==> config.mk <==
export PLATFORM = sky130hd
export DESIGN_NAME = mode_timer
export DESIGN_NICKNAME = d
export VERILOG_FILES = /design/src/rtl/mode_timer_pkg.sv /design/src/rtl/tmr_flag.sv /design/src/rtl/tmr_counter.sv /design/src/rtl/mode_timer.sv
export SDC_FILE = /design/constraint.sdc
export NUM_CORES = 1
export LEC_CHECK = 0
export BUFFER_PORTS_ARGS = -buffer_cell sky130_fd_sc_hd__buf_2
export CAP_MARGIN = 40
export CORE_AREA = 2 2 81 83
export CTS_CLUSTER_SIZE = 24
export DETAILED_ROUTE_END_ITERATION = 12
export DIE_AREA = 0 0 83 85
export PLACE_DENSITY_LB_ADDON = 0.3
export SETUP_SLACK_MARGIN = 0.05
export SLEW_MARGIN = 20
export SYNTH_ARGS = -nofsm -noshare
export SYNTH_HDL_FRONTEND = slang
export SYNTH_SLANG_ARGS = --single-unit
==> constraint.sdc <==
create_clock -name clk_i -period 4.85 [get_ports clk_i]
set_input_delay 0.7275 -clock clk_i [delete_from_list [all_inputs] [get_ports clk_i]]
set_output_delay 0.7275 -clock clk_i [all_outputs]
set_load 0.05 [all_outputs]
==> src/rtl/mode_timer_pkg.sv <==
package mode_timer_pkg;
  typedef enum logic [1:0] {
    MODE_FREE8  = 2'd0,
    MODE_CMP8   = 2'd1,
    MODE_WIDE16 = 2'd2,
    MODE_ALT8   = 2'd3
  } mode_e;

  localparam int unsigned NUM_FLAGS = 2;
  localparam int unsigned FLAG_OVF  = 0;
  localparam int unsigned FLAG_CMP  = 1;
endpackage

==> src/rtl/tmr_flag.sv <==
module tmr_flag (
  input  logic clk_i,
  input  logic rst_ni,
  input  logic set_i,
  input  logic clr_i,
  input  logic ie_i,
  output logic flag_o,
  output logic irq_o
);
  logic flag_q;

  // set has priority so no event is lost
  always_ff @(posedge clk_i or negedge rst_ni) begin
    if (!rst_ni)      flag_q <= 1'b0;
    else if (set_i)   flag_q <= 1'b1;
    else if (clr_i)   flag_q <= 1'b0;
  end

  assign flag_o = flag_q;
  assign irq_o  = flag_q & ie_i;

  AST_FLAG_STICKY: assert property (@(posedge clk_i) disable iff (!rst_ni)
    flag_q && !clr_i |=> flag_q);
  AST_FLAG_CLEAR: assert property (@(posedge clk_i) disable iff (!rst_ni)
    clr_i && !set_i |=> !flag_q);
  AST_SET_WINS: assert property (@(posedge clk_i) disable iff (!rst_ni)
    set_i && clr_i |=> flag_q);
endmodule

==> src/rtl/tmr_counter.sv <==
module tmr_counter
  import mode_timer_pkg::*;
#(
  parameter int unsigned BYTE_W = 8
) (
  input  logic              clk_i,
  input  logic              rst_ni,
  input  logic              tick_i,
  input  mode_e             mode_i,
  input  logic              wr_cnt_i,
  input  logic              wr_cmp_i,
  input  logic [2*BYTE_W-1:0] wr_data_i,
  output logic [2*BYTE_W-1:0] cnt_o,
  output logic              ovf_evt_o,
  output logic              cmp_evt_o
);
  localparam int unsigned CNT_W = 2 * BYTE_W;
  localparam logic [BYTE_W-1:0] HI_ZERO = '0;
  localparam logic [BYTE_W-1:0] LO_ONE  = BYTE_W'(1);
  localparam logic [CNT_W-1:0]  CNT_ONE = CNT_W'(1);

  logic [CNT_W-1:0]  cnt_q, cnt_d;
  logic [BYTE_W-1:0] cmp_q;
  logic [BYTE_W-1:0] lo;
  logic              lo_max, full_max, lo_hit, wide;

  assign lo       = cnt_q[BYTE_W-1:0];
  assign lo_max   = &lo;
  assign full_max = &cnt_q;
  assign lo_hit   = (lo == cmp_q);
  assign wide     = (mode_i == MODE_WIDE16);

  always_comb begin
    cnt_d     = cnt_q;
    ovf_evt_o = 1'b0;
    cmp_evt_o = 1'b0;
    if (wr_cnt_i) begin
      // host load wins; tick in this cycle is dropped
      cnt_d = wide ? wr_data_i : {HI_ZERO, wr_data_i[BYTE_W-1:0]};
    end else if (tick_i) begin
      unique case (mode_i)
        MODE_WIDE16: begin
          cnt_d     = cnt_q + CNT_ONE;
          ovf_evt_o = full_max;
        end
        MODE_CMP8: begin
          cmp_evt_o = lo_hit;
          ovf_evt_o = lo_max;
          cnt_d     = lo_hit ? '0 : {HI_ZERO, lo + LO_ONE};
        end
        default: begin
          cmp_evt_o = lo_hit;
          ovf_evt_o = lo_max;
          cnt_d     = {HI_ZERO, lo + LO_ONE};
        end
      endcase
    end
  end

  always_ff @(posedge clk_i or negedge rst_ni) begin
    if (!rst_ni) begin
      cnt_q <= '0;
      cmp_q <= '0;
    end else begin
      cnt_q <= cnt_d;
      if (wr_cmp_i) cmp_q <= wr_data_i[BYTE_W-1:0];
    end
  end

  assign cnt_o = cnt_q;

  AST_HOLD_IDLE: assert property (@(posedge clk_i) disable iff (!rst_ni)
    !tick_i && !wr_cnt_i |=> $stable(cnt_q));
  AST_WIDE_LOAD: assert property (@(posedge clk_i) disable iff (!rst_ni)
    wr_cnt_i && wide |=> cnt_q == $past(wr_data_i));
  AST_BYTE_HI_ZERO: assert property (@(posedge clk_i) disable iff (!rst_ni)
    (tick_i || wr_cnt_i) && !wide |=> cnt_q[CNT_W-1:BYTE_W] == '0);
  AST_CMP_CLEAR: assert property (@(posedge clk_i) disable iff (!rst_ni)
    tick_i && !wr_cnt_i && mode_i == MODE_CMP8 && lo == cmp_q |=> cnt_q == '0);
  AST_WIDE_WRAP: assert property (@(posedge clk_i) disable iff (!rst_ni)
    tick_i && !wr_cnt_i && wide && full_max |=> cnt_q == '0);
  AST_WIDE_NO_CMP: assert property (@(posedge clk_i) disable iff (!rst_ni)
    wide |-> !cmp_evt_o);
endmodule

==> src/rtl/mode_timer.sv <==
module mode_timer
  import mode_timer_pkg::*;
#(
  parameter int unsigned BYTE_W = 8
) (
  input  logic                clk_i,
  input  logic                rst_ni,
  input  logic                tick_i,
  input  logic [1:0]          mode_i,
  input  logic                wr_cnt_i,
  input  logic                wr_cmp_i,
  input  logic [2*BYTE_W-1:0] wr_data_i,
  input  logic                ovf_clr_i,
  input  logic                cmp_clr_i,
  input  logic                ovf_ie_i,
  input  logic                cmp_ie_i,
  output logic [2*BYTE_W-1:0] cnt_o,
  output logic                ovf_flag_o,
  output logic                cmp_flag_o,
  output logic                ovf_irq_o,
  output logic                cmp_irq_o
);
  logic                 ovf_evt, cmp_evt;
  logic [NUM_FLAGS-1:0] set_v, clr_v, ie_v, flag_v, irq_v;

  tmr_counter #(.BYTE_W(BYTE_W)) u_counter (
    .clk_i     (clk_i),
    .rst_ni    (rst_ni),
    .tick_i    (tick_i),
    .mode_i    (mode_e'(mode_i)),
    .wr_cnt_i  (wr_cnt_i),
    .wr_cmp_i  (wr_cmp_i),
    .wr_data_i (wr_data_i),
    .cnt_o     (cnt_o),
    .ovf_evt_o (ovf_evt),
    .cmp_evt_o (cmp_evt)
  );

  assign set_v[FLAG_OVF] = ovf_evt;
  assign set_v[FLAG_CMP] = cmp_evt;
  assign clr_v[FLAG_OVF] = ovf_clr_i;
  assign clr_v[FLAG_CMP] = cmp_clr_i;
  assign ie_v[FLAG_OVF]  = ovf_ie_i;
  assign ie_v[FLAG_CMP]  = cmp_ie_i;

  for (genvar g = 0; g < NUM_FLAGS; g++) begin : g_flag
    tmr_flag u_flag (
      .clk_i  (clk_i),
      .rst_ni (rst_ni),
      .set_i  (set_v[g]),
      .clr_i  (clr_v[g]),
      .ie_i   (ie_v[g]),
      .flag_o (flag_v[g]),
      .irq_o  (irq_v[g])
    );
  end

  assign ovf_flag_o = flag_v[FLAG_OVF];
  assign cmp_flag_o = flag_v[FLAG_CMP];
  assign ovf_irq_o  = irq_v[FLAG_OVF];
  assign cmp_irq_o  = irq_v[FLAG_CMP];

  AST_OVF_AT_ZERO: assert property (@(posedge clk_i) disable iff (!rst_ni)
    $rose(ovf_flag_o) |-> cnt_o == '0);
  AST_IRQ_NEEDS_FLAG: assert property (@(posedge clk_i) disable iff (!rst_ni)
    (ovf_irq_o |-> ovf_flag_o) and (cmp_irq_o |-> cmp_flag_o));
endmodule

==> results by stage, run 1 <==
Global routing:
- The largest net degree at the start of global routing is 27.
- The first-pass GRT wire length is 6568 um.
- The via count of the first global-routing pass came to 1297.
- The initial antenna violation count came to 0.
- In the global route stage, overall resource usage came out at 0.1140.
- After global routing the overflow that remains totals 0.

Worst setup path:
- In this run the critical register-to-register path is launched from u_counter.cnt_o[7].
- The largest fanout on the critical path is 1.
- The critical setup path kind is in2out.
- Tracing the worst setup path back leads to its startpoint at cmp_ie_i.
- STA classifies the critical path startpoint as an input port.
- STA classifies the critical path endpoint as a primary output.
- Data arrives at the worst endpoint at 1.15 ns.
- The data required time of the critical path is 4.12 ns.

Floorplanning:
- The vertical die dimension is 85 um.
- The core box area is 6205 um2.
- The count of boundary I/O pins is 47.
- The total die area is 7055 um2.
- The die outline width is 83 um.
- The floorplan has 29 rows.
- The effective utilization at floorplan is 0.2448.

Timing:
- The maximum operating frequency is 533.4 MHz.
- The post-route minimum period is 1.875 ns.
- Setup violations remaining at the end of the flow were counted as 0.
- The relative slew slack is 0.5952.
- The actual slew at the worst max-slew pin is 0.6072 ns.
- The number of hold violations in the final report is 0.
- The final period utilization is 0.3865.
- The max-slew violation count is 0.
- The setup TNS is 0 ns.
- Between clock sinks in the finished design, the worst skew comes to 0.005279 ns.
- Setup repair after global routing left no endpoint under its margin.

CTS:
- Once the clock tree was built, the resizer swapped 0 gates to a different size.
- The clock tree from TritonCTS is done.
- In this run the deepest clock path goes through 2 buffers.
- The source-to-sink clock delay at the later pin of the worst-skew pair is 0.27 ns.
- The root buffer selected by CTS is sky130_fd_sc_hd__clkbuf_8.
- In this run the number of H-tree levels came out at 1.
- The setup fix buffers added after clock tree synthesis is 0.
- After clock tree synthesis, the clock-pin slew on the worst setup and hold paths is 0.10 ns.
- Buffers inserted during clock tree synthesis total 3.
- For this design, the CTS-stage hold fixing added 0 buffers.
- The total clock sinks is 26.

Logic synthesis:
- The netlist area before placement is 1519 um2.
- The post-synthesis area per instance is 9.800 um2.
- For this run, the register share of the synthesized area comes to 0.4283.
- The flip-flop and latch count after synthesis is 26.
- The netlist uses 40 different library cells.
- The net count of the mapped netlist is 185.
- The Yosys step of the flow raised 0 warnings.
- The post-synthesis cell count is 155.

Cells and area:
- After filler insertion, the fill cell instance count of the layout stands at 655.
- The number of antenna diodes in the final layout is 0.
- In the final layout, the multi-input gates occupy 802.0 um2.
- For this run, the share of the core covered by cells in the final layout is 0.3019.
- In the final layout, flip-flops and latches occupy 650.6 um2.
- The growth of design area from synthesis to finish is 23.31%.
- Of the cells placed in the final design, the portion with a size suffix greater than 1 is 0.3096.
- After the last flow step, the layout net total stands at 228.

Power and ir drop:
- Of the total power, combinational logic draws 0.212.
- Power spread over the standard cell area amounts to 296.9 nW/um2.
- In this run the static leakage power is 0.0008501 uW.
- The worst-case IR drop observed on VDD is 0.0001884 V.
- The internal power summed over all cells is 385.0 uW.
- The switching part of the total power is 0.3077.
- The sequential group share of total power is 0.458.
- The net switching power of the design is 171.1 uW.
- The part of the power in the clock network is 0.329.

Route:
- In the routed design, unresolved DRC markers number 0.
- The first detailed-routing pass took 4 iterations.
- In the final routed layout, each cell accounts on average for 13.68 um.
- Once detail routing completed, the nets flagged for antenna violations numbered 0.
- The ratio of routed vias to standard cells is 4.686.
- The total routed wirelength is 3748 um.
- The routed layout has 1284 vias.
- The initial DRC count is 51.

Run:
- Across the run, the number of max-cap violations was 0.

Placement:
- At the end of routability-driven placement, the weighted congestion stood at 0.7625.
- During placement, the flow inserted port buffers numbering 46.
- Detailed placement finished with a half-perimeter wire length of 2820 um.

Status:
- The flow ran to the end, and the final reports show no timing, DRC or antenna violations.

Min path:
- The tightest min-delay check is of the in2async type.
-- placed cells by master (no fill, tap or decap), types with 4 or more instances in the layout --
cell type                 Yosys  layout
sky130_fd_sc_hd__dfrtp_1     26      26
sky130_fd_sc_hd__a22oi_1      4       4
sky130_fd_sc_hd__nand4_1      5       5
sky130_fd_sc_hd__inv_1        6       6
sky130_fd_sc_hd__a21oi_1      4       4
sky130_fd_sc_hd__nor2_1       5       5
sky130_fd_sc_hd__nand2_1     19      19
sky130_fd_sc_hd__mux2_2       8       8
sky130_fd_sc_hd__xor2_1      14      14
sky130_fd_sc_hd__nand3_1      4       4
sky130_fd_sc_hd__buf_2        2      46
sky130_fd_sc_hd__o31ai_1      6       6
sky130_fd_sc_hd__o21ai_0      4       4
-- layer usage --
layer / GRT usage / routed length, um / share of wire / up-vias
met4: 0.01490 / 15 / 0.0040 / 0
li1: - / - / - / 652
met5: 0 / 0 / 0 / -
met2: 0.1891 / 1735 / 0.46 / 37
met3: 0.03210 / 190 / 0.051 / 2
met1: 0.1530 / 1806 / 0.48 / 593
-- path summary, 6_finish.rpt --
kind | end | cells past startpoint | slack (ns)
max in group asynchronous | u_counter.cnt_o[8] | 1 | 4.00
hold / removal | u_counter.cmp_q[7] | 1 | 0.45
min in group clk_i | u_counter.cmp_q[0] | 1 | 0.53
hold reg to reg | u_counter.cmp_q[0] | 1 | 0.53
setup reg to reg | u_counter.cnt_o[4] | 5 | 2.98
setup / recovery | cmp_irq_o | 3 | 2.98
-- worst max-delay path, cell delays in order --
cell	delay [ns]
sky130_fd_sc_hd__buf_2	0.07
sky130_fd_sc_hd__and2_1	0.10
sky130_fd_sc_hd__buf_2	0.25
-- cells in the mapped netlist --
cell type	count	area share
sky130_fd_sc_hd__o31ai_2	1	0.0082
sky130_fd_sc_hd__a21oi_1	4	0.013
sky130_fd_sc_hd__and3_1	2	0.0082
sky130_fd_sc_hd__o21ai_1	2	0.0066
sky130_fd_sc_hd__nor2b_1	1	0.0041
sky130_fd_sc_hd__and3_4	1	0.0074
sky130_fd_sc_hd__a31oi_1	3	0.012
sky130_fd_sc_hd__a21oi_2	1	0.0058
sky130_fd_sc_hd__nor4_1	2	0.0082
sky130_fd_sc_hd__nor2_1	5	0.012
sky130_fd_sc_hd__and4b_1	1	0.0066
sky130_fd_sc_hd__nand2_1	19	0.047
sky130_fd_sc_hd__o31ai_1	6	0.030
sky130_fd_sc_hd__nand4_1	5	0.021
sky130_fd_sc_hd__xor2_1	14	0.081
sky130_fd_sc_hd__xnor2_1	2	0.012
sky130_fd_sc_hd__mux2_2	8	0.059
sky130_fd_sc_hd__or3_1	1	0.0041
sky130_fd_sc_hd__buf_6	1	0.0074
sky130_fd_sc_hd__nand3b_1	1	0.0049
sky130_fd_sc_hd__a221o_1	2	0.013
sky130_fd_sc_hd__buf_2	2	0.0066
sky130_fd_sc_hd__dfrtp_1	26	0.43
sky130_fd_sc_hd__o22ai_1	2	0.0082
sky130_fd_sc_hd__ha_1	3	0.025
sky130_fd_sc_hd__o22a_1	1	0.0058
sky130_fd_sc_hd__a21boi_0	1	0.0049
sky130_fd_sc_hd__a311oi_1	3	0.017
sky130_fd_sc_hd__buf_1	1	0.0025
sky130_fd_sc_hd__a22oi_1	4	0.020
sky130_fd_sc_hd__inv_1	6	0.015
sky130_fd_sc_hd__a2bb2oi_1	1	0.0058
sky130_fd_sc_hd__o21ai_0	4	0.013
sky130_fd_sc_hd__buf_4	1	0.0049
sky130_fd_sc_hd__nand3_1	4	0.013
sky130_fd_sc_hd__and2_1	3	0.012
sky130_fd_sc_hd__clkbuf_1	3	0.0074
sky130_fd_sc_hd__and4_1	3	0.017
sky130_fd_sc_hd__nor3b_1	3	0.015
sky130_fd_sc_hd__nor3_1	2	0.0066
-- power by group through the flow --
stage	Combinational [uW]	Sequential, uW	Clock (uW)
floorplan	49.8	289	0
global placement	119	259	0
detailed placement	120	259	0
CTS	120	255	190
global route	131	259	197
finish	118	255	183
-- per-stage QoR --
| step | hold slack, ns | setup slack (ns) | instance area [um2] | total power [uW] | std cells |
|---|---|---|---|---|---|
| 2_1_floorplan | 0.4319 | 2.978 | 1519 | 338.6 | 155 |
| 4_1_cts | 0.4684 | 2.880 | 1873 | 566.1 | 274 |
| 3_5_place_dp | 0.5159 | 2.760 | 1802 | 379.5 | 270 |
| 6_report | 0.4517 | 2.975 | 1873 | 556.2 | 274 |
| 5_1_grt | 0.5011 | 2.752 | 1873 | 586.2 | 274 |
| 3_3_place_gp | 0.5108 | 2.778 | 1802 | 378.5 | 270 |
-- area by class of cell --
class | count | share of cell area
Inverter | 6 | 0.01202
Tap cell | 77 | 0.05144
Sequential cell | 26 | 0.3474
Clock buffer | 3 | 0.02204
Timing Repair Buffer | 46 | 0.1229
Multi-Input combinational cell | 115 | 0.4282
Clock inverter | 1 | 0.01603
-- sequential cells by signal (all words and copies together) (netlist names) --
register	cells
u_counter.cnt_o	16
u_counter.cmp_q	8
g_flag.u_flag.flag_o	2
-- cells by family (layout without fill, tap and decap cells) --
family                   Yosys count  in the layout  synth area share
multiplexers                       8              8           0.05931
AND/OR/NAND/NOR                   53             53            0.1878
adder cells (fa/ha/maj)            3              3           0.02471
AO/OA/AOI/OAI                     35             35            0.1639
buffers and inverters             14             56           0.04365
flip-flops                        26             26            0.4283
XOR/XNOR                          16             16           0.09226
Power figures use the tool's default switching activity.
==> inputs of run 2 (changes only) <==
clock period = 1.9 ns   (was 4.85 ns; I/O delays follow)
==> run 2 against run 1 <==
Against the previous run:
- the run now ends with negative hold slack left
- via count increased by 4.1%
- clock power increased to 2.6 times the previous value
- non-clock buffer count increased by 2
- critical endpoint is now u_counter.cnt_o[1]
- clock skew increased by 0.0025 ns
- total power increased to 2.6 times the previous value
- utilization increased by 0.38 points
- largest cell class unchanged
==> results by stage, run 2 (synthesis gave the netlist of run 1 again) <==
Status:
- The run finished, with violations left.
- The checks that failed: negative hold slack.

Cells and area:
- The antenna cell count is 0 (unchanged).
- The number of fillers in the final layout is 669 (+2.1%).
- The library cells used most frequently in the layout, excluding fill and tap cells, are 46 x sky130_fd_sc_hd__buf_2, 25 x sky130_fd_sc_hd__dfrtp_1, 19 x sky130_fd_sc_hd__nand2_1, 14 x sky130_fd_sc_hd__xor2_1, 8 x sky130_fd_sc_hd__mux2_2.
- The core occupancy in the finished layout is 0.3057 (+0.003832).
- The layout cell share with drive strength beyond 1 came to 0.3216 (+0.01196).
- The sequential cell area is 651.9 um2 (+0.19%).
- The growth of design area from synthesis to finish is 24.88%.
- The flip-flop count of the largest register, all copies and words added is 16 (unchanged).
- The layout net count came to 230 (+0.88%).
- The most frequent standard cell in the layout excluding fill and tap cells is sky130_fd_sc_hd__buf_2.
- The non-filler instance count after layout is 276 (+0.73%).
- The multi-input logic area came to 809.5 um2 (+0.94%).

Timing:
- Setup repair after global routing left no endpoint under its margin.
- The relative slew slack is 0.6026 (+0.007412).
- The final period utilization is 0.8969.
- Derived from the worst setup path, the maximum achievable clock frequency is 586.8 MHz.
- The max-slew violation count is 0 (unchanged).
- The final setup violation count is 0 (unchanged).
- The actual slew at the worst max-slew pin is 0.5961 ns (-0.01112 ns).
- The setup TNS is 0 ns (unchanged).
- The post-route minimum period is 1.704 ns.
- The hold slack is -0.004492 ns (-0.4562 ns).
- The worst clock skew on the final layout is 0.007775 ns (+0.002497 ns).
- The number of hold violations in the final report came to 10 (+10).

CTS:
- The deepest clock path buffer count is 2 (unchanged).
- The count of H-tree levels built during CTS is 1 (unchanged).
- The total clock sinks is 26 (unchanged).
- The root buffer selected by CTS is sky130_fd_sc_hd__clkbuf_8.
- The total of hold buffers inserted after clock tree synthesis is 0 (unchanged).
- The source-to-sink clock delay at the later pin of the worst-skew pair is 0.28 ns (about the same).
- The clock-pin slew on the worst setup and hold paths is 0.10 ns (about the same).
- The clock tree from TritonCTS is done.
- The number of buffers created by CTS is 3 (unchanged).

Worst setup path:
- The startpoint identified for the worst register-to-register timing path is u_counter.cnt_o[7].
- The data required time of the critical path is 2.05 ns (-2.07 ns).
- The critical setup path kind is reg2reg.
- The endpoint of the lowest-slack register-to-register path is u_counter.cnt_o[1].
- STA classifies the critical path endpoint as a flop.
- The cell depth of the worst flop-to-flop path is 5 (unchanged).
- The setup slack of the worst register-to-register path is 0.20 ns (-2.78 ns).
- The startpoint of the worst setup timing path is u_counter.cnt_o[7].
- The worst setup path is launched from a flop.
- The critical path endpoint is u_counter.cnt_o[1].
- The largest fanout on the critical path is 9 (+8).
- The arrival time at the worst endpoint is 1.86 ns (+0.71 ns).

Route:
- The total routed wirelength is 3969 um (+5.9%).
- The total DRC errors in the routed layout is 0 (unchanged).
- The length of the first detailed-routing pass in iterations is 4 (unchanged).
- The initial DRC count is 44 (-14%).
- The number of antenna-violating nets in the routed design is 0 (unchanged).
- The post-detailed-route wirelength per cell is 14.38 um (+5.1%).
- The ratio of routed vias to standard cells is 4.844 (+3.4%).
- The via total after detailed routing is 1337 (+4.1%).

Global routing:
- The via count of the first global-routing pass is 1330 (+2.5%).
- The first-pass GRT wire length came to 6596 um (+0.43%).
- The global-route congestion overflow total is 0 (unchanged).
- The initial antenna violation count is 0 (unchanged).
- The largest net degree at the start of global routing came to 27 (unchanged).
- The total routing usage reported by global routing is 0.1141 (about the same).

Power and ir drop:
- The ratio of total power to cell area is 759.8 nW/um2 (+160%).
- The maximum vdd ir drop is 0.0003944 V (+110%).
- The total power after layout came to 1441 uW (+160%).
- The static leakage is 0.0008608 uW (+1.3%).

Placement:
- The total instance count after detailed placement is 272 (+0.74%).
- The number of buffer cells added on primary ports was 46 (unchanged).
- The half-perimeter wire length after placement is 2937 um (+4.1%).
- The global placement routability congestion came to 0.7752 (+1.7%).

Min path:
- The tightest min-delay check is of the in2async type.

Floorplanning:
- The die outline width came to 83 um (unchanged).
- The effective utilization at floorplan is 0.2448 (unchanged).
- The total die area was 7055 um2 (unchanged).
- The vertical die dimension is 85 um (unchanged).
- The core box area is 6205 um2 (unchanged).
- The standard-cell row count is 29 (unchanged).
- The count of boundary I/O pins is 47 (unchanged).

Run:
- The count of maximum capacitance violations is 0 (unchanged).
==> run 2: power breakdown <==
group | switching (uW) | total (uW) | internal (uW)
sequential | 51.0 | 647 | 596
combinational | 206 | 319 | 113
clock | 193 | 475 | 282
total | 450 | 1440 | 991
==> run 2: layout make-up <==
type,count,area share
multi-input combinational,115,0.4268
sequential,26,0.3437
timing repair buffer,48,0.1293
tap,77,0.05079
clock buffer,3,0.02177
clock inverter,1,0.01583
inverter,6,0.01187
==> run 2: worst min-delay path by stage <==
| stage | slack (ns) | endpoint | start |
|---|---|---|---|
| 6_report | -0.004 | u_counter.cnt_o[12] | rst_ni |
| 5_1_grt | 0.05 | u_counter.cnt_o[12] | rst_ni |
| 4_1_cts | 0.03 | u_counter.cnt_o[12] | rst_ni |
| 3_5_place_dp | 0.34 | u_counter.cnt_o[12] | rst_ni |
| 3_3_place_gp | 0.34 | u_counter.cnt_o[12] | rst_ni |
| 2_1_floorplan | -0.01 | g_flag[0].u_flag.flag_o | rst_ni |
==> run 2: metal layers <==
metal / track usage / vias up / part of all wire
li1: - / 653 / -
met1: 0.1568 / 642 / 0.49
met2: 0.1840 / 40 / 0.46
met3: 0.03113 / 2 / 0.047
met4: 0.01788 / 0 / 0.0038
met5: 0 / - / 0
==> run 2: critical path, cell delays in order (launching register included) <==
cell and delay, ns:
sky130_fd_sc_hd__dfrtp_2 0.48, sky130_fd_sc_hd__xor2_1 0.18, sky130_fd_sc_hd__nor4_1 0.34, sky130_fd_sc_hd__nand2_1 0.19
sky130_fd_sc_hd__a21boi_1 0.25, sky130_fd_sc_hd__o21ai_0 0.14
==> run 2: stage by stage <==
| step | instance area (um2) | worst slack [ns] | hold slack [ns] |
|---|---|---|---|
| floorplan | 1519 | 0.06327 | -0.01059 |
| global placement | 1817 | 0.1058 | 0.3407 |
| detailed placement | 1817 | 0.08636 | 0.3400 |
| CTS | 1888 | 0.06394 | 0.02519 |
| global route | 1897 | 0.06123 | 0.04679 |
| finish | 1897 | 0.1960 | -0.004492 |
==> run 2: timing repair <==
action | in CTS | in global routing
setup endpoints to repair | 0 | 8
gates resized for setup | 0 | 3
setup buffers | 0 | 0
